## src/rtl/ringctr_pkg.sv

```systemverilog
package ringctr_pkg;

  typedef enum logic [1:0] {
    MODE_HOLD   = 2'b00,
    MODE_ROT_DN = 2'b01,
    MODE_ROT_UP = 2'b10,
    MODE_SEED   = 2'b11
  } ring_mode_e;

  typedef struct packed {
    logic hold;
    logic rot_dn;
    logic rot_up;
    logic seed;
  } ring_sel_t;

endpackage

```

## src/rtl/ringctr_decode.sv

```systemverilog
module ringctr_decode
  import ringctr_pkg::*;
(
  input  logic [1:0] mode_i,
  output ring_sel_t  sel_o
);

  always_comb begin
    sel_o = '0;
    unique case (ring_mode_e'(mode_i))
      MODE_HOLD:   sel_o.hold   = 1'b1;
      MODE_ROT_DN: sel_o.rot_dn = 1'b1;
      MODE_ROT_UP: sel_o.rot_up = 1'b1;
      MODE_SEED:   sel_o.seed   = 1'b1;
      default:     sel_o.hold   = 1'b1;
    endcase
  end

endmodule

```

## src/rtl/ringctr_next.sv

```systemverilog
module ringctr_next
  import ringctr_pkg::*;
#(
  parameter int WIDTH = 4
) (
  input  logic [WIDTH-1:0] cur_i,
  input  ring_sel_t        sel_i,
  output logic [WIDTH-1:0] nxt_o
);

  localparam logic [WIDTH-1:0] SEED_PATTERN = {1'b1, {(WIDTH-1){1'b0}}};

  for (genvar i = 0; i < WIDTH; i++) begin : g_bit
    // neighbour feeding this bit when rotating toward the low end
    localparam int DN_SRC = (i == WIDTH-1) ? 0 : i + 1;
    // neighbour feeding this bit when rotating toward the high end
    localparam int UP_SRC = (i == 0) ? WIDTH-1 : i - 1;

    always_comb begin
      nxt_o[i] = cur_i[i];
      if (sel_i.seed)        nxt_o[i] = SEED_PATTERN[i];
      else if (sel_i.rot_dn) nxt_o[i] = cur_i[DN_SRC];
      else if (sel_i.rot_up) nxt_o[i] = cur_i[UP_SRC];
    end
  end

endmodule

```

## src/rtl/ringctr_state.sv

```systemverilog
module ringctr_state #(
  parameter int WIDTH = 4
) (
  input  logic             clk,
  input  logic             rst,
  input  logic [WIDTH-1:0] d_i,
  output logic [WIDTH-1:0] q_o
);

  always_ff @(posedge clk) begin
    if (rst) q_o <= '0;
    else     q_o <= d_i;
  end

endmodule

```

## src/rtl/ring_counter_bidir.sv

```systemverilog
module ring_counter_bidir
  import ringctr_pkg::*;
#(
  parameter int WIDTH = 4
) (
  input  logic             clk,
  input  logic             rst,
  input  logic [1:0]       mode,
  output logic [WIDTH-1:0] count
);

  ring_sel_t        sel;
  logic [WIDTH-1:0] nxt;

  ringctr_decode u_decode (
    .mode_i (mode),
    .sel_o  (sel)
  );

  ringctr_next #(.WIDTH(WIDTH)) u_next (
    .cur_i (count),
    .sel_i (sel),
    .nxt_o (nxt)
  );

  ringctr_state #(.WIDTH(WIDTH)) u_state (
    .clk (clk),
    .rst (rst),
    .d_i (nxt),
    .q_o (count)
  );

endmodule

```

## config.mk

```make
export PLATFORM = sky130hd
export DESIGN_NAME = ring_counter_bidir
export DESIGN_NICKNAME = d
export VERILOG_FILES = /design/src/rtl/ringctr_pkg.sv /design/src/rtl/ringctr_decode.sv /design/src/rtl/ringctr_next.sv /design/src/rtl/ringctr_state.sv /design/src/rtl/ring_counter_bidir.sv
export SDC_FILE = /design/constraint.sdc
export NUM_CORES = 1
export LEC_CHECK = 0
export ABC_AREA = 1
export BUFFER_PORTS_ARGS = -buffer_cell sky130_fd_sc_hd__buf_2
export CAP_MARGIN = 40
export CORE_AREA = 8 8 45 47
export CTS_BUF_LIST = sky130_fd_sc_hd__clkbuf_2 sky130_fd_sc_hd__clkbuf_4 sky130_fd_sc_hd__clkbuf_8
export CTS_CLUSTER_DIAMETER = 50
export DETAILED_ROUTE_END_ITERATION = 16
export DIE_AREA = 0 0 53 55
export SYNTH_ARGS = -nofsm -noshare
export SYNTH_HDL_FRONTEND = slang
export SYNTH_SLANG_ARGS = --single-unit
```

## constraint.sdc

```tcl
create_clock -name clk -period 0.9 [get_ports clk]
set_input_delay 0.18 -clock clk [delete_from_list [all_inputs] [get_ports clk]]
set_output_delay 0.18 -clock clk [all_outputs]
set_load 0.02 [all_outputs]
```

==> Word-level counts from Yosys, hierarchy flattened <==
Cells that the tools add are included.
{ "totals": {"reg_bits": 4, "inputBits": 4, "out_inout_bits": 4, "elab_cells": 20} }
{ "classes": {"eq_ne": 3, "mux": 12, "reduce_logical": 3} }
{ "op_table": {"columns": ["op", "n"], "rows": [
  ["1-bit two-way mux", 12],
  ["2-bit equality test (second input constant)", 2],
  ["3-bit nonzero test", 1],
  ["2-bit by 1-bit equality test with 1-bit output (second input constant)", 1],
  ["2-bit nonzero test", 1],
  ["2-bit OR reduction", 1]
]} }

==> Depth between registers and ports, before layout <==
{ "depth": {"depth_word": 5, "mapped_depth": 7, "depth_no_buf": 7} }

==> Hierarchy <==
A second synthesis with hierarchy kept.
{ "hier_totals": {"hier_cells": 50, "area_unflattened_um2": 262.8} }
{ "modules_own_cells": {"columns": ["module", "instances", "cells_per_inst", "area_per_inst_um2", "seq_area_each_um2"], "rows": [
  ["ringctr_next", 1, 31, 126.4, 0.0],
  ["ringctr_state", 1, 12, 110.1, 80.1],
  ["ringctr_decode", 1, 7, 26.3, 0.0]
]} }

==> Worst setup path after synthesis <==
No wires, ideal clock.
{ "synth_path": {"kind": "input to register", "startpoint": "input port mode[1]", "endpoint": "register u_state.q_o[0]", "setup_time_ns": 0.109, "arrival_time_ns": 0.787, "required_time_ns": 0.791, "path_slack_ns": 0.005, "path_stages": 6, "path_buffers": 0, "path_cell_list": "inv_1 ha_1 nor2_1 nor2_1 nand2_1 inv_1"} }
{ "synth_via": {"elab_chain_len": 3, "elab_cells_between_ends": 9, "classes_between": "eq/ne: 3; mux: 4; reduce/logical: 2"} }
{ "synth_rtl": {"columns": ["element", "line", "text"], "rows": [
  ["from (decl)", "ring_counter_bidir.sv:8", "input logic [1:0] mode,"],
  ["2-bit by 1-bit equality test with 1-bit output or 2-bit equality test (tied branches)", "ringctr_decode.sv:10", "unique case (ring_mode_e'(mode_i))"],
  ["1-bit two-way mux", "ringctr_decode.sv:10", null],
  ["1-bit two-way mux (tied with other cells)", "ringctr_next.sv:22", "else if (sel_i.rot_dn) nxt_o[i] = cur_i[DN_SRC];"],
  ["to (signal assigned)", "ringctr_state.sv:12", "else q_o <= d_i;"],
  ["to (decl)", "ringctr_state.sv:7", "output logic [WIDTH-1:0] q_o"]
]} }
Several ways; a longest one is shown, not always the timed one.
A chain may end at the register's enable or synchronous reset.

==> Final worst setup path <==
{ "layout_path": {"startpoint": "register u_state.q_o[3]", "endpoint": "output port count[3]"} }
{ "layout_lines": {"columns": ["element", "line", "text"], "rows": [
  ["to (decl)", "ring_counter_bidir.sv:9", "output logic [WIDTH-1:0] count"]
]} }
No word-level cell between the ends.

==> flow_summary.toml <==
[worst_setup_path]
cp_max_fo = 4
regToRegEndpoint = "u_state.q_o[1]"
path_class = "register to output port"
critPathTopFamily = "flip-flops"
rr_worst_depth = 5
end_kind = "output port"
critical-path-max-stage-delay_ps = 350
cp.required_ps = 720
path_buf_inv = 1
r2r_slack_ps = 100
setup.worst_path.start_class = "register"
slowest_stage = "dfxtp_2"
crit_chain = "buf_6"
r2r_start = "u_state.q_o[0]"
arrival_ps = 700

[sta]
rsz0062_at_grt = "yes"
hold_viol_final = 0
fmax_mhz = 1140
timing.final.ws_setup_ps = 21.7
clock_skew_ps = 2.23
worst_slew_margin_rel_pct = 92.2
drv_slew = 0
period_needed_ps = 878
worstMarginPinSlew_ps = 117
timing.final.crit_share_pct = 97.6
finalSetupViolCount = 0
tns_ps = 0

[yosys]
ys_seq_area_share_pct = 29.2
synth-xor-area-share_pct = 0
synth_fa_ha_area_share_pct = 18.3
syn_area_um2 = 274
ys_types = 8
synth.ff_latch_count = 4
synthMuxAreaShare_pct = 0
syn-num-nets = 52
synth_compound_area_share_pct = 1.83
synth_top_family_by_area = "simple AND/OR/NAND/NOR gates"
ys_warn_count = 0
yosys.area_share.simple_pct = 35.6
synthCells = 44
avgSynthCellArea_um2 = 6.23

[routing]
drt-initial-drc-count = 8
wl_um = 619
final_antenna_net_count = 0
via_per_inst = 3.82
via_count = 279
avgRoutedWirePerCell_um = 8.48
drcViolationCount = 0
first_pass_iters = 3

[final_layout]
areaGrowthSynthToFinish_pct = 49.3
antenna_cells = 0
layoutNonFillerInstCount = 73
fin_util_pct = 29.6
largest_register_ffs = 4
fillers = 160
top_register = "u_state.q_o"
nets = 67
top_regs = "u_state.q_o: 4 flops"
final_layout_size_suffix_gt1_share_pct = 33.3

[min_path]
min_path_cells = 4
whs_endpoint = "u_state.q_o[3]"
min-delay-start = "rst"
hp-class = "primary input to register"

[cts]
h-tree-depth = 1
cts_tree = "yes"
cts.sinks = 4
cts_root_buf = "clkbuf_4"
clk_latency_ps = 230
postCtsHoldBufs = 0
clkTransAtPathRegs_ps = 40
cts_made_buffers = 3
clk_path_buf_depth = 2

[global_routing]
grt-ovfl-total = 0
first_global_vias = 278
grt_antenna_before_repair = 0
grt.total_usage_pct = 4.75
grt_max_degree = 7
grt_pass1_wl_um = 1040

[place]
dp_worst_setup_slack_ps = -161
dp_hpwl_um = 472
gp_congestion = 0.777
io_buffers = 7
dp_cells = 68

[floorplanning]
fp.dieW_um = 53
row_count = 14
core_mm2 = 0.00138
dieArea_mm2 = 0.00292
io_pins = 8
initial_core_util_pct = 19.8
dieHeight_um = 55

[power]
power_w = 0.000579
irDropWorstVdd_mv = 0.672
p_leak_nw = 0.235
power_density_mw_per_mm2 = 1410

[run_status]
status = "finished, final reports clean"

[job]
cap_violations = 0
==> cell families (layout without fill, tap and decap cells) <==
family                   count (synthesis)  in the layout
AND/OR/NAND/NOR                         24             24
flip-flops                               4              4
AO/OA/AOI/OAI                            1              1
adder cells (fa/ha/maj)                  4              4
buffers and inverters                   11             24
==> per-layer routing <==
layer / up-vias / global-route usage (%) / share of wire [%]
met5: - / 0 / 0
met2: 5 / 7.81 / 47
met4: 0 / 3.88 / 0
met1: 121 / 4.71 / 47
met3: 0 / 1.87 / 6.0
li1: 153 / - / -
==> worst max-delay path by stage <==
stage / startpoint / end / slack, ps / depth (start not counted)
after floorplan: mode[1] / u_state.q_o[0] / 5 / 6
after CTS: u_state.q_o[0] / count[0] / 7 / 1
after global routing: u_state.q_o[2] / count[2] / -10 / 1
after global placement: mode[1] / u_state.q_o[0] / -160 / 7
after detailed placement: mode[1] / u_state.q_o[2] / -160 / 7
final: u_state.q_o[3] / count[3] / 20 / 1
==> power by group <==
group	switching, W	internal (W)
combinational	0.0000813	0.0000761
clock	0.0000643	0.000149
sequential	0.0000137	0.000195
total	0.000159	0.000419
==> layout make-up <==
class | count | area [µm²] | area share [%]
clock buffers | 3 | 22.5 | 5.50
repair buffers | 10 | 82.6 | 20.2
multi-input cells | 29 | 155 | 37.9
well taps | 16 | 20.0 | 4.89
inverters | 11 | 41.3 | 10.1
flip-flops and latches | 4 | 87.6 | 21.4
==> cell usage in the layout, fill, tap and decap left out, drive strengths merged <==
| master | netlist | routed |
|---|---|---|
| ha | 4 | 4 |
| buf | 0 | 10 |
| dfxtp | 4 | 4 |
| nand2 | 13 | 13 |
| nor2 | 7 | 7 |
| nand3 | 4 | 4 |
| a21oi | 1 | 1 |
| clkbuf | 0 | 3 |
| inv | 11 | 11 |
==> stage by stage <==
stage | cell area [µm²] | hold WS, ps
2_1_floorplan | 274 | 325
3_3_place_gp | 337 | 440
3_5_place_dp | 337 | 445
4_1_cts | 389 | 194
5_1_grt | 409 | 213
6_report | 409 | 202
==> cell usage after synthesis (all sizes together) <==
| library cell | count | area (µm²) |
|---|---|---|
| a21oi | 1 | 5.00 |
| dfxtp | 4 | 80.1 |
| ha | 4 | 50.1 |
| inv | 11 | 41.3 |
| nand2 | 13 | 51.3 |
| nand3 | 4 | 20.0 |
| nor2 | 7 | 26.3 |
==> repair_timing <==
item                                    in CTS  in global routing
buffers inserted                             0                  2
endpoints found under the hold margin        0                  0
endpoints found under the setup margin       4                  5
resized for setup                           12                  2
Power figures use the tool's default switching activity.
